[config.mk]
export PLATFORM = sky130hd
export DESIGN_NAME = lu_hazard_top
export DESIGN_NICKNAME = d
export VERILOG_FILES = /design/src/rtl/lu_hazard_pkg.sv /design/src/rtl/lu_instr_decode.sv /design/src/rtl/lu_src_match.sv /design/src/rtl/lu_stall_ctrl.sv /design/src/rtl/lu_hazard_top.sv
export SDC_FILE = /design/constraint.sdc
export NUM_CORES = 1
export LEC_CHECK = 0
export ABC_AREA = 1
export BUFFER_PORTS_ARGS = -buffer_cell sky130_fd_sc_hd__buf_2
export CORE_ASPECT_RATIO = 0.8
export CORE_MARGIN = 5
export CORE_UTILIZATION = 23
export DETAILED_ROUTE_END_ITERATION = 10
export GPL_TIMING_DRIVEN = 0
export MAX_ROUTING_LAYER = met4
export PLACE_DENSITY = 0.79
export SYNTH_ARGS = -nofsm -noshare
export SYNTH_HDL_FRONTEND = slang
export SYNTH_SLANG_ARGS = --single-unit
[constraint.sdc]
create_clock -name vclk -period 1.6
set_input_delay 0.32 -clock vclk [all_inputs]
set_output_delay 0.32 -clock vclk [all_outputs]
set_load 0.02 [all_outputs]
[src/rtl/lu_hazard_pkg.sv]
package lu_hazard_pkg;

  localparam int unsigned WORD_W  = 32;
  localparam int unsigned REG_W   = 3;
  localparam int unsigned OPC_W   = 3;
  localparam int unsigned RB_LSB  = 16;
  localparam int unsigned RA_LSB  = RB_LSB + REG_W;
  localparam int unsigned OPC_LSB = RA_LSB + REG_W;
  localparam int unsigned FIELD_W = OPC_W + 2 * REG_W;
  localparam int unsigned NSRC    = 2;

  typedef enum logic [OPC_W-1:0] {
    OPC_ADD  = 3'd0,
    OPC_NAND = 3'd1,
    OPC_LOAD = 3'd2,
    OPC_STOR = 3'd3,
    OPC_BREQ = 3'd4,
    OPC_JUMP = 3'd5,
    OPC_STOP = 3'd6,
    OPC_IDLE = 3'd7
  } opcode_e;

  // How many source fields an instruction needs early
  typedef enum logic [1:0] {
    USE_NONE = 2'd0,
    USE_BASE = 2'd1,
    USE_BOTH = 2'd2
  } src_use_e;

  localparam logic [WORD_W-1:0] BUBBLE_WORD =
    WORD_W'(32'd7) << OPC_LSB;

  function automatic opcode_e fld_opcode(input logic [FIELD_W-1:0] f);
    return opcode_e'(f[FIELD_W-1 -: OPC_W]);
  endfunction

  function automatic logic [REG_W-1:0] fld_reg_a(input logic [FIELD_W-1:0] f);
    return f[2*REG_W-1 -: REG_W];
  endfunction

  function automatic logic [REG_W-1:0] fld_reg_b(input logic [FIELD_W-1:0] f);
    return f[REG_W-1:0];
  endfunction

  function automatic src_use_e opcode_src_use(input opcode_e op);
    case (op)
      OPC_ADD, OPC_NAND, OPC_BREQ: return USE_BOTH;
      OPC_LOAD, OPC_STOR:          return USE_BASE;
      default:                     return USE_NONE;
    endcase
  endfunction

  function automatic logic [NSRC-1:0] src_enable(input src_use_e u);
    case (u)
      USE_BOTH: return 2'b11;
      USE_BASE: return 2'b01;
      default:  return 2'b00;
    endcase
  endfunction

endpackage

[src/rtl/lu_instr_decode.sv]
module lu_instr_decode
  import lu_hazard_pkg::*;
#(
  parameter int unsigned F_W = FIELD_W,
  parameter int unsigned R_W = REG_W
) (
  input  logic [F_W-1:0] fields,
  output opcode_e        opcode,
  output logic [R_W-1:0] reg_a,
  output logic [R_W-1:0] reg_b,
  output src_use_e       src_use,
  output logic           is_load
);

  always_comb begin
    opcode  = fld_opcode(fields);
    reg_a   = fld_reg_a(fields);
    reg_b   = fld_reg_b(fields);
    src_use = opcode_src_use(opcode);
    is_load = (opcode == OPC_LOAD);
  end

endmodule

[src/rtl/lu_src_match.sv]
module lu_src_match #(
  parameter int unsigned R_W    = 3,
  parameter int unsigned N_SRC  = 2
) (
  input  logic [N_SRC-1:0][R_W-1:0] src_reg,
  input  logic [N_SRC-1:0]          src_en,
  input  logic [R_W-1:0]            dest_reg,
  output logic [N_SRC-1:0]          per_hit,
  output logic                      any_hit
);

  for (genvar s = 0; s < N_SRC; s++) begin : g_cmp
    assign per_hit[s] = src_en[s] && (src_reg[s] == dest_reg);
  end

  assign any_hit = |per_hit;

  // a disabled source field never reports a match
  always_comb begin
    a_r3_disabled_src_quiet: assert ((per_hit & ~src_en) == '0)
      else $error("disabled source field matched");
  end

endmodule

[src/rtl/lu_stall_ctrl.sv]
module lu_stall_ctrl #(
  parameter int unsigned        W_W    = 32,
  parameter logic [W_W-1:0]     BUBBLE = '0
) (
  input  logic           prod_is_load,
  input  logic           src_hit,
  input  logic           flush_taken,
  input  logic [W_W-1:0] ifid_word,
  output logic           stall,
  output logic           pc_hold,
  output logic           ifid_hold,
  output logic           idex_bubble,
  output logic [W_W-1:0] idex_next
);

  logic hold_req;

  always_comb begin
    stall       = prod_is_load && src_hit;
    hold_req    = stall && !flush_taken;
    pc_hold     = hold_req;
    ifid_hold   = hold_req;
    idex_bubble = stall || flush_taken;
    idex_next   = idex_bubble ? BUBBLE : ifid_word;
  end

  always_comb begin
    // both front-end holds move together
    a_r5_holds_agree: assert (pc_hold == ifid_hold)
      else $error("pc_hold and ifid_hold differ");
    // a flush never leaves a hold asserted
    a_r7_flush_no_hold: assert (!(flush_taken && (pc_hold || ifid_hold)))
      else $error("hold asserted during flush");
    // a bubble always carries the no-operation word
    a_r6_bubble_word: assert (!idex_bubble || idex_next == BUBBLE)
      else $error("bubble without no-operation word");
    // a hold always comes with a bubble
    a_r6_hold_implies_bubble: assert (!pc_hold || idex_bubble)
      else $error("hold without bubble");
  end

endmodule

[src/rtl/lu_hazard_top.sv]
module lu_hazard_top
  import lu_hazard_pkg::*;
#(
  parameter int unsigned W_W = WORD_W
) (
  input  logic [W_W-1:0] ifid_instr,
  input  logic [W_W-1:0] idex_instr,
  input  logic           flush_taken,
  output logic           stall,
  output logic           pc_hold,
  output logic           ifid_hold,
  output logic           idex_bubble,
  output logic [W_W-1:0] idex_instr_next
);

  localparam int unsigned FLD_HI = OPC_LSB + OPC_W - 1;

  // Older (producer) and younger (consumer) decoded fields
  opcode_e           prod_opc,  cons_opc;
  logic [REG_W-1:0]  prod_ra,   prod_rb;
  logic [REG_W-1:0]  cons_ra,   cons_rb;
  src_use_e          prod_use,  cons_use;
  logic              prod_load, cons_load;

  logic [NSRC-1:0][REG_W-1:0] cons_src;
  logic [NSRC-1:0]            cons_en;
  logic [NSRC-1:0]            src_hits;
  logic                       any_src_hit;

  logic unused_bits;
  assign unused_bits = ^{ifid_instr[W_W-1:FLD_HI+1], ifid_instr[RB_LSB-1:0],
                         idex_instr[W_W-1:FLD_HI+1], idex_instr[RB_LSB-1:0],
                         prod_ra, prod_use, cons_load};

  lu_instr_decode #(.F_W(FIELD_W), .R_W(REG_W)) u_dec_prod (
    .fields  (idex_instr[FLD_HI:RB_LSB]),
    .opcode  (prod_opc),
    .reg_a   (prod_ra),
    .reg_b   (prod_rb),
    .src_use (prod_use),
    .is_load (prod_load)
  );

  lu_instr_decode #(.F_W(FIELD_W), .R_W(REG_W)) u_dec_cons (
    .fields  (ifid_instr[FLD_HI:RB_LSB]),
    .opcode  (cons_opc),
    .reg_a   (cons_ra),
    .reg_b   (cons_rb),
    .src_use (cons_use),
    .is_load (cons_load)
  );

  // Source slot 0 is the base/first field, slot 1 the second field
  always_comb begin
    cons_src[0] = cons_ra;
    cons_src[1] = cons_rb;
    cons_en     = src_enable(cons_use);
  end

  lu_src_match #(.R_W(REG_W), .N_SRC(NSRC)) u_match (
    .src_reg  (cons_src),
    .src_en   (cons_en),
    .dest_reg (prod_rb),
    .per_hit  (src_hits),
    .any_hit  (any_src_hit)
  );

  lu_stall_ctrl #(.W_W(W_W), .BUBBLE(BUBBLE_WORD)) u_ctrl (
    .prod_is_load (prod_load),
    .src_hit      (any_src_hit),
    .flush_taken  (flush_taken),
    .ifid_word    (ifid_instr),
    .stall        (stall),
    .pc_hold      (pc_hold),
    .ifid_hold    (ifid_hold),
    .idex_bubble  (idex_bubble),
    .idex_next    (idex_instr_next)
  );

  always_comb begin
    // a stall only follows a load in decode/execute
    a_r1_only_after_load: assert (!stall || prod_opc == OPC_LOAD)
      else $error("stall without load producer");
    // jump, halt and no-operation never stall
    a_r4_quiet_consumers: assert (!stall || !(cons_opc inside {OPC_JUMP, OPC_STOP, OPC_IDLE}))
      else $error("stall from non-reading consumer");
    // base-only consumers stall only on a first-field match
    a_r3_base_match: assert (!(stall && cons_opc inside {OPC_LOAD, OPC_STOR}) || cons_ra == prod_rb)
      else $error("base-only consumer stalled without base match");
    // two-source consumers stall only on some field match
    a_r2_pair_match: assert (!(stall && cons_opc inside {OPC_ADD, OPC_NAND, OPC_BREQ})
                             || cons_ra == prod_rb || cons_rb == prod_rb)
      else $error("two-source consumer stalled without match");
  end

endmodule

## Word level (Yosys, flattened, before mapping)

Cells that the tools add are included.

| operators by class | value |
|---|---|
| reduce and logical (&&, ||, !) cells | 10 |
| eq/ne operators | 9 |
| mux-type cells | 3 |

Operators by type and width:

| operator | count |
|---|---|
| $mux 32 | 1 |
| $eq 3x2->1 const B | 3 |
| $pmux 2 s2 | 2 |
| $eq 3x3->1 | 2 |
| $logic_and 1x1->1 | 4 |
| $reduce_or 2->1 | 2 |
| $eq 3x1->1 const B | 1 |
| $eq 3x3->1 const B | 1 |
| $logic_not 3->1 | 1 |
| $reduce_or 3->1 | 1 |
| $eq 2x1->1 const B | 1 |
| $eq 2x2->1 const B | 1 |
| $logic_not 1->1 | 1 |
| $logic_or 1x1->1 | 1 |

| word-level totals | value |
|---|---|
| logic and storage cells | 22 |
| output and inout bits | 36 |
| flip-flop bits (word level) | 0 |
| input port bits | 65 |

## Logic depth before layout (Yosys ltp)

Gate-level depths: netlist of run 1.

| depth | value |
|---|---|
| depth after elaboration | 10 |
| mapped depth | 12 |

## Modules after synthesis

From an unflattened synthesis of run 1, not the netlist that was laid out.

| unflattened totals | value |
|---|---|
| cell total of the unflattened synthesis | 136 |
| area, all modules | 775.7 um2 |

By module, submodules not included:

| module | times used | area an instance (um2) | sequential area each (um2) | cells an instance |
|---|---|---|---|---|
| lu_stall_ctrl | 1 | 439.2 | 0.0 | 70 |
| lu_instr_decode | 2 | 92.6 | 0.0 | 14 |
| lu_src_match | 1 | 131.4 | 0.0 | 35 |
| lu_hazard_top | 1 | 20.0 | 0.0 | 3 |

## Worst setup path before layout of run 1

No wires, ideal clock.

| path | value |
|---|---|
| path type | input-to-output |
| start | input port ifid_instr[24] |
| end | output port pc_hold |
| required time | 1.280 ns |
| path buffers | 1 |
| setup slack | -0.318 ns |
| stages on the path | 11 |
| arrival time | 1.598 ns |
| cells stage by stage | inv_1 > nand2_1 > ha_1 > inv_1 > nand2_1 > nor2_1 > nand2_1 > nand2_2 > nand2_4 > nor2_1 > buf_4 |

| between the ends | value |
|---|---|
| longest elaborated chain between the ends | 9 |
| elaborated cells between the ends (all ways) | 16 |
| those cells by class | 6 x eq/ne; 2 x mux; 8 x reduce/logical |

Ends and longest elaborated chain:

| item | line | source |
|---|---|---|
| start: declaration | lu_hazard_top.sv:6 | `input logic [W_W-1:0] ifid_instr,` |
| $eq 3x1->1, or another cell as far along | lu_hazard_pkg.sv:46 | `case (op)` |
| $reduce_or 3->1 / $reduce_or 2->1 (equally long branches) | lu_hazard_pkg.sv:46 |  |
| $pmux 2 s2 (*) | lu_hazard_pkg.sv:46 |  |
| $eq 2x1->1 / $eq 2x2->1 (equally long branches) | lu_hazard_pkg.sv:54 | `case (u)` |
| $pmux 2 s2 (*) | lu_hazard_pkg.sv:54 |  |
| $logic_and 1x1->1 | lu_src_match.sv:13 | `assign per_hit[s] = src_en[s] && (src_reg[s] == dest_reg);` |
| $reduce_or 2->1 (*) | lu_src_match.sv:16 | `assign any_hit = \|per_hit;` |
| $logic_and 1x1->1 (*) | lu_stall_ctrl.sv:19 | `stall = prod_is_load && src_hit;` |
| $logic_and 1x1->1 (*) | lu_stall_ctrl.sv:20 | `hold_req = stall && !flush_taken;` |
| end: declaration | lu_hazard_top.sv:10 | `output logic pc_hold,` |

Mark *: on every way between the ends. The rest lies on a longest branch, timed or not.

## Final worst setup path of run 1

| path | value |
|---|---|
| start | input port ifid_instr[22] |
| end | output port idex_instr_next[19] |

| between the ends | value |
|---|---|
| longest elaborated chain between the ends | 10 |
| elaborated cells between the ends (all ways) | 17 |
| those cells by class | 6 x eq/ne; 3 x mux; 8 x reduce/logical |

Ends and longest elaborated chain:

| item | line | source |
|---|---|---|
| $eq 3x1->1, or another cell as far along | lu_hazard_pkg.sv:46 |  |
| $reduce_or 3->1 / $reduce_or 2->1 (equally long branches) | lu_hazard_pkg.sv:46 |  |
| $pmux 2 s2 (*) | lu_hazard_pkg.sv:46 |  |
| $eq 2x1->1 / $eq 2x2->1 (equally long branches) | lu_hazard_pkg.sv:54 |  |
| $pmux 2 s2 (*) | lu_hazard_pkg.sv:54 |  |
| $logic_and 1x1->1 | lu_src_match.sv:13 |  |
| $reduce_or 2->1 (*) | lu_src_match.sv:16 |  |
| $logic_and 1x1->1 (*) | lu_stall_ctrl.sv:19 |  |
| $logic_or 1x1->1 (*) | lu_stall_ctrl.sv:23 | `idex_bubble = stall \|\| flush_taken;` |
| $mux 32 (*) | lu_stall_ctrl.sv:24 | `idex_next = idex_bubble ? BUBBLE : ifid_word;` |
| end: declaration | lu_hazard_top.sv:13 | `output logic [W_W-1:0] idex_instr_next` |

Marks and branches as above.

==> results.sh, run 1 <==
export IMPL_initial_core_util_pct=23.6
export IMPL_period_needed_ps=1970
export IMPL_yosysTopAreaCell="inv_1"
export IMPL_grt_remaining_overflow=0
export IMPL_drc=0
export IMPL_critPathMaxStageDelay_ps=210
export IMPL_critPathLaunchType="input port"
export IMPL_internal_power_w=0.000222
export IMPL_dp_hpwl_mm=1.62
export IMPL_crit_buf_inv=4
export IMPL_drt_iter0_drc=6
export IMPL_critPathRequiredTime_ps=1280
export IMPL_critPathArrivalTime_ps=1650
export IMPL_comb_power_share_pct=100.0
export IMPL_routed_wl_mm=2.37
export IMPL_worst_slack_ps=-366
export IMPL_antenna_found_initial=0
export IMPL_via_per_inst=4.06
export IMPL_final_cells=209
export IMPL_power_frac_clock_pct=0
export IMPL_p_leak_nw=0.847
export IMPL_finalPower_w=0.000444
export IMPL_cp_common_cell="nand2_1"
export IMPL_place_congestion=0.723
export IMPL_hold_buffers=0
export IMPL_worstHoldPathType="in2out"
export IMPL_syn_area_per_cell_sq_um=4.72
export IMPL_dp_cells=205
export IMPL_ioPinCount=101
export IMPL_regArea_sq_um=0
export IMPL_firstDrtPassIters=4
export IMPL_mostFrequentLayoutCells="buf_6, buf_2, inv_1, nor2_4, nand2_1"
export IMPL_postSynthCellCount=105
export IMPL_final_common_cell="buf_6"
export IMPL_slew_violations=0
export IMPL_drtAntennaViolNets=0
export IMPL_syn_nets=171
export IMPL_power_density_nw_per_um2=295
export IMPL_path_cells="buf_8, a21oi_4, ha_4, inv_2, nand2_1, nor2_1, nand2_1, nand2_2, nand2_4, nand2_8, clkbuf_16, nor2_4, buf_6"
export IMPL_ir_drop_uv=165
export IMPL_ys_top_cells_by_area="inv_1, nor2_1, nand2_1"
export IMPL_portBuffers=75
export IMPL_power_switching_w=0.000222
export IMPL_setup_violations=36
export IMPL_seq_cells=0
export IMPL_grt_pass1_vias=800
export IMPL_nNetsFinal=252
export IMPL_area_delta_synth_final_pct=204
export IMPL_crit_fanout=6
export IMPL_clkbuf_count=0
export IMPL_die_w_um=61.9
export IMPL_fin_crit_sh_pct=123
export IMPL_num_fill_cells=183
export IMPL_rows=15
export IMPL_route_detailed_wl_per_inst_um=11.3
export IMPL_slowest_stage="ha_4"
export IMPL_pwr_share_seq_pct=0
export IMPL_core_sq_um=2100
export IMPL_end_kind="output pin"
export IMPL_synth_top_area_share_pct=26.5
export IMPL_die_area_sq_um=3190
export IMPL_tightest_slew_ps=240
export IMPL_die_h_um=51.5
export IMPL_rsz0062_at_grt="yes"
export IMPL_grt_pass1_wl_mm=3.26
export IMPL_finalHoldViolCount=0
export IMPL_slew_headroom_pct=84.0
export IMPL_violations="negative setup slack"
export IMPL_diodes=0
export IMPL_seq_area_frac_synth_pct=0
export IMPL_num_vias=849
export IMPL_grt_max_degree=11
export IMPL_fmax_mhz=509
export IMPL_grtUsageTotal_pct=13.3
export IMPL_cp_top_family="simple AND/OR/NAND/NOR gates"
export IMPL_syn_area_sq_um=495
export IMPL_sw_frac_of_total_pct=50.1
export IMPL_synth_distinct_cells=14
export IMPL_critical_path_class="in2out"
export IMPL_drive_gt1_share_pct=66.8
export IMPL_status="finished, violations left"
export IMPL_yosys_warnings=0
export IMPL_max_cap_violations=0
## metal layers
layer | wire length, um | share of wire (%) | global-route usage [%] | vias up
li1 | - | - | - | 439
met2 | 1380 | 59 | 27.0 | 35
met1 | 732 | 31 | 13.5 | 371
met3 | 206 | 8.7 | 1.24 | 4
met5 | 0 | 0 | - | -
met4 | 42 | 1.8 | 2.12 | 0
## through the flow
step	worst slack, ps	instance area (sq um)	setup TNS [ps]	hold WS [ps]	util [%]
5_1_grt	-436	1500	-14250	921	71.5
4_1_cts	-363	1410	-11630	914	67.0
3_3_place_gp	-464	1130	-15030	938	53.6
2_1_floorplan	-118	719	-3190	674	-
3_5_place_dp	-465	1130	-15060	942	53.6
6_report	-366	1500	-11740	911	71.5
## area by class of cell
class	count	area [sq um]	share of cell area, %
Timing Repair Buffer	79	719	47.8
Multi-Input combinational cell	65	546	36.3
Inverter	36	140	9.32
Buffer	4	67.6	4.49
Tap cell	25	31.3	2.08
## power groups by stage
stage / logic [W] / clock network, W / registers [W]
after global routing: 0.000473 / 0 / 0
after detailed placement: 0.000331 / 0 / 0
final: 0.000444 / 0 / 0
after CTS: 0.000414 / 0 / 0
after global placement: 0.000327 / 0 / 0
after floorplan: 0.000224 / 0 / 0
## Yosys cell counts, drive strengths merged
library cell / instances
nand3: 1
buf: 4
a21oi: 1
ha: 1
nand2: 23
nand3b: 2
inv: 36
nor2: 37
## worst min-delay path: cells and delay by family
family / cells / cell delay, ps
buf+inv: 2 / 230
simple gates: 1 / 40
## final timing paths
check,from,to,slack (ps),cells after the start
worst min-delay path,flush_taken,ifid_hold,910,3
worst max-delay path,ifid_instr[22],idex_instr_next[19],-370,13
## timing repair
action	CTS	global route
buffers inserted	1	0
pin swaps	9	9
gates cloned	1	2
endpoints found under the setup margin	36	36
gates resized for setup	78	11
## cells by family (layout without fill, tap and decap cells)
kind of cell,after synthesis,count (layout),synth area share [%]
AO/OA/AOI/OAI,1,1,1.01
buffers and inverters,40,119,37.4
adder cells (fa/ha/maj),1,1,2.52
AND/OR/NAND/NOR,63,63,59.1
(Power assumes the default switching activity.)
==> run 2: changes to the inputs <==
Settings changed: SKIP_LAST_GASP from default to 1.
Clock period 1.6 ns to 1.73 ns, I/O delays scaled along.
==> run 2 against run 1 <==
- the flow still finishes with violations (negative setup slack)
- first-iteration DRC count fell by 17%
- non-clock buffer count did not move
- via count fell by 2.0%
- sequential share of layout area did not move
- cell area fell by 0.42%
- sequential cell count did not move
- global-route usage fell by 2.3 points
- clock-buffer cell count did not move
- hold slack improved by 52 ps
- largest cell class unchanged
- largest power group unchanged
==> results.sh, run 2 (synthesized netlist as in run 1, its figures left out) <==
export IMPL_critPathArrivalTime_ps=1670
export IMPL_drive_gt1_share_pct=66.8
export IMPL_end_kind="output pin"
export IMPL_mostFrequentLayoutCells="buf_2, buf_6, inv_1, nor2_4, nand2_1"
export IMPL_finalHoldViolCount=0
export IMPL_fin_crit_sh_pct=116
export IMPL_grtUsageTotal_pct=11.0
export IMPL_max_cap_violations=0
export IMPL_ir_drop_uv=159
export IMPL_post_route_util_pct=71.3
export IMPL_routed_wl_mm=2.21
export IMPL_critPathMaxStageDelay_ps=210
export IMPL_drt_iter0_drc=5
export IMPL_critPathLaunchType="input port"
export IMPL_via_per_inst=3.98
export IMPL_core_sq_um=2100
export IMPL_grt_pass1_vias=691
export IMPL_place_congestion=0.723
export IMPL_slew_violations=0
export IMPL_crit_buf_inv=4
export IMPL_hold_buffers=0
export IMPL_critical_path_class="in2out"
export IMPL_worst_slack_ps=-283
export IMPL_diodes=0
export IMPL_violations="negative setup slack"
export IMPL_critPathRequiredTime_ps=1380
export IMPL_nNetsFinal=252
export IMPL_dp_hpwl_mm=1.62
export IMPL_rsz0062_at_grt="yes"
export IMPL_antenna_found_initial=0
export IMPL_cp_top_family="simple AND/OR/NAND/NOR gates"
export IMPL_die_h_um=51.5
export IMPL_top_layer="met3"
export IMPL_hold_start="flush_taken"
export IMPL_multi_input_area_sq_um=546
export IMPL_regArea_sq_um=0
export IMPL_firstDrtPassIters=4
export IMPL_area_delta_synth_final_pct=202
export IMPL_drtAntennaViolNets=0
export IMPL_fin_setup_tns_ps=-8650
export IMPL_tightest_slew_ps=240
export IMPL_rows=15
export IMPL_route_detailed_wl_per_inst_um=10.6
export IMPL_grt_max_degree=11
export IMPL_path_cells="buf_8, a21oi_4, ha_4, inv_2, nand2_1, nor2_1, nand2_1, nand2_2, nand2_4, nand2_8, clkbuf_16, nor2_4, buf_6"
export IMPL_clkbuf_count=0
export IMPL_wl_met3_um=198
export IMPL_die_area_sq_um=3190
export IMPL_holdPathStages=3
export IMPL_path_depth=13
export IMPL_ioPinCount=101
export IMPL_drc=0
export IMPL_crit_fanout=6
export IMPL_cp_common_cell="nand2_1"
export IMPL_worstHoldPathType="in2out"
export IMPL_grt_remaining_overflow=0
export IMPL_p_leak_nw=0.846
export IMPL_status="finished, violations left"
export IMPL_final_common_cell="buf_2"
export IMPL_crit_start="ifid_instr[22]"
export IMPL_power_density_nw_per_um2=271
export IMPL_slew_headroom_pct=84.0
export IMPL_seq_cells=0
export IMPL_wl_met1_um=743
export IMPL_grt_pass1_wl_mm=2.80
export IMPL_initial_core_util_pct=23.6
export IMPL_num_vias=832
export IMPL_whs_endpoint="ifid_hold"
export IMPL_fmax_mhz=497
export IMPL_setup_violations=36
export IMPL_pre_cts_ws_ps=-387
export IMPL_period_needed_ps=2010
export IMPL_wl_met2_mm=1.27
export IMPL_slowest_stage="ha_4"
export IMPL_die_w_um=61.9
export IMPL_num_fill_cells=176
export IMPL_portBuffers=75
==> run 2: cell count changes in the layout (fill, tap and decap cells not counted) <==
cell and change:
buf_6 -1, buf_2 +1
==> run 2: worst max-delay path by stage <==
stage                                to  slack (ps)
floorplan           idex_instr_next[10]         -40
global placement    idex_instr_next[16]        -390
detailed placement   idex_instr_next[2]        -390
CTS                 idex_instr_next[20]        -300
global route        idex_instr_next[12]        -350
finish              idex_instr_next[12]        -280
==> run 2: report_power, final <==
part	switching, W	total [W]	internal [W]
combinational	0.000202	0.000406	0.000204
sequential	0	0	0
clock	0	0	0
total	0.000202	0.000406	0.000204
==> run 2: area by class of cell <==
type	count	area share (%)
timing repair buffer	79	47.6
multi-input combinational	65	36.4
inverter	36	9.36
buffer	4	4.51
tap	25	2.09
==> run 2: repair_timing <==
| action | 4_1_cts | 5_1_grt |
|---|---|---|
| setup endpoints to repair | 36 | 36 |
| gates resized for setup | 36 | 51 |
| buffers inserted | 1 | 0 |
| gates cloned | 1 | 2 |
| pin swaps | 9 | 9 |
==> run 2: metal layers <==
| metal | track usage (%) | vias to the layer above |
|---|---|---|
| met3 | 0.744 | 0 |
| met4 | 0 | 0 |
| met1 | 12.8 | 364 |
| met5 | - | - |
| li1 | - | 439 |
| met2 | 21.6 | 29 |
==> run 2: through the flow <==
step	total power, W	cells	cell area [sq um]	hold slack, ps
after floorplan	0.000207	105	719	726
after global placement	0.000303	205	1130	990
after detailed placement	0.000306	205	1130	994
after CTS	0.000345	207	1280	966
after global routing	0.000433	209	1500	973
final	0.000406	209	1500	964
==> run 3: changes to the inputs <==
Settings changed: PLACE_DENSITY 0.79 to 0.87.
==> run 3 against run 2 <==
- critical endpoint is now idex_instr_next[7]
- the run still ends with negative setup slack left
- core utilization down 2.4 points
- non-clock buffer count up 2
- sequential cell count stayed put
- total power decreased by 4.3%
- largest cell class unchanged
- cell count is 0.96% higher
- maximum frequency decreased by 1.9%
- cell area fell by 3.4%
- combinational power down 4%
==> results.sh, run 3 (synthesized netlist as in run 1, its figures left out) <==
export IMPL_critPathRequiredTime_ps=1380
export IMPL_status="finished, violations left"
export IMPL_die_w_um=61.9
export IMPL_p_leak_nw=0.838
export IMPL_ioPinCount=101
export IMPL_fin_crit_sh_pct=119
export IMPL_rsz0062_at_grt="yes"
export IMPL_violations="negative setup slack"
export IMPL_seq_cells=0
export IMPL_grt_remaining_overflow=0
export IMPL_grtUsageTotal_pct=12.1
export IMPL_route_detailed_wl_per_inst_um=9.88
export IMPL_fin_setup_tns_ps=-9250
export IMPL_setup_violations=36
export IMPL_grt_pass1_vias=811
export IMPL_end_kind="output pin"
export IMPL_place_congestion=0.705
export IMPL_initial_core_util_pct=23.6
export IMPL_routed_wl_mm=2.09
export IMPL_power_density_nw_per_um2=269
export IMPL_clkbuf_count=0
export IMPL_ir_drop_uv=172
export IMPL_grt_pass1_wl_mm=2.99
export IMPL_regArea_sq_um=0
export IMPL_firstDrtPassIters=2
export IMPL_drive_gt1_share_pct=67.2
export IMPL_portBuffers=75
export IMPL_drtAntennaViolNets=0
export IMPL_core_sq_um=2100
export IMPL_final_cells=211
export IMPL_area_delta_synth_final_pct=192
export IMPL_dp_hpwl_mm=1.68
export IMPL_nNetsFinal=254
export IMPL_pre_cts_ws_ps=-390
export IMPL_grt_max_degree=11
export IMPL_critPathArrivalTime_ps=1710
export IMPL_diodes=0
export IMPL_tightest_slew_ps=262
export IMPL_final_common_cell="buf_2"
export IMPL_worstHoldPathType="in2out"
export IMPL_period_needed_ps=2050
export IMPL_num_fill_cells=191
export IMPL_num_vias=849
export IMPL_fmax_mhz=487
export IMPL_rows=15
export IMPL_critPathLaunchType="input port"
export IMPL_antenna_found_initial=0
export IMPL_slew_violations=0
export IMPL_mostFrequentLayoutCells="buf_2, inv_1, nor2_4, buf_6, nand2_1"
export IMPL_die_h_um=51.5
export IMPL_slew_headroom_pct=82.5
export IMPL_crit_fanout=5
export IMPL_die_area_sq_um=3190
export IMPL_worst_slack_ps=-322
export IMPL_critical_path_class="in2out"
export IMPL_finalHoldViolCount=0
export IMPL_max_cap_violations=0
export IMPL_dp_cells=205
export IMPL_drt_iter0_drc=3
export IMPL_via_per_inst=4.02
export IMPL_drc=0
## run 3: layout make-up
| class | count | area (sq um) | area share [%] |
|---|---|---|---|
| buffer | 4 | 67.6 | 4.67 |
| inverter | 36 | 140 | 9.69 |
| multi-input combinational | 65 | 546 | 37.7 |
| tap | 25 | 31.3 | 2.16 |
| timing repair buffer | 81 | 662 | 45.8 |
## run 3: where the power goes
group,total (W),internal [W],switching (W)
registers,0,0,0
clock network,0,0,0
logic,0.000389,0.000190,0.000198
total,0.000389,0.000190,0.000198
## run 3: path summary, 6_finish.rpt
check	start	endpoint	cells past startpoint
worst max-delay path	ifid_instr[22]	idex_instr_next[7]	14
worst min-delay path	ifid_instr[7]	idex_instr_next[7]	4
## run 3: repair_timing
action	4_1_cts	5_1_grt
hold endpoints to repair	0	0
setup buffers	4	1
setup endpoints to repair	36	36
gates cloned	2	0
hold buffers	0	0
gates resized for setup	57	12
pin swaps	16	6
## run 3: routing by layer
| metal | up-vias | share of wire, % | global-route usage, % |
|---|---|---|---|
| li1 | 445 | - | - |
| met4 | 0 | 0 | 0 |
| met2 | 35 | 60 | 27.0 |
| met1 | 369 | 29 | 11.0 |
| met5 | - | 0 | - |
| met3 | 0 | 11 | 0.993 |
## run 3: per-stage QoR
stage	cell area (sq um)	hold slack, ps	power [W]	utilization, %
after global routing	1450	1030	0.000416	68.8
after CTS	1420	964	0.000387	67.4
final	1450	1010	0.000389	68.8
after detailed placement	1130	990	0.000307	53.6
after global placement	1130	987	0.000301	53.6
after floorplan	719	726	0.000207	-
## run 3: worst max-delay path, cell delays in order
cell and delay [ps]:
buf_8 100, a21oi_4 160, ha_4 220, inv_2 40
nand2_1 40, nor2_1 80, nand2_1 70, nand2_2 90
nand2_4 80, nand2_8 100, buf_12 120, buf_12 120
nor2_4 40, buf_6 120
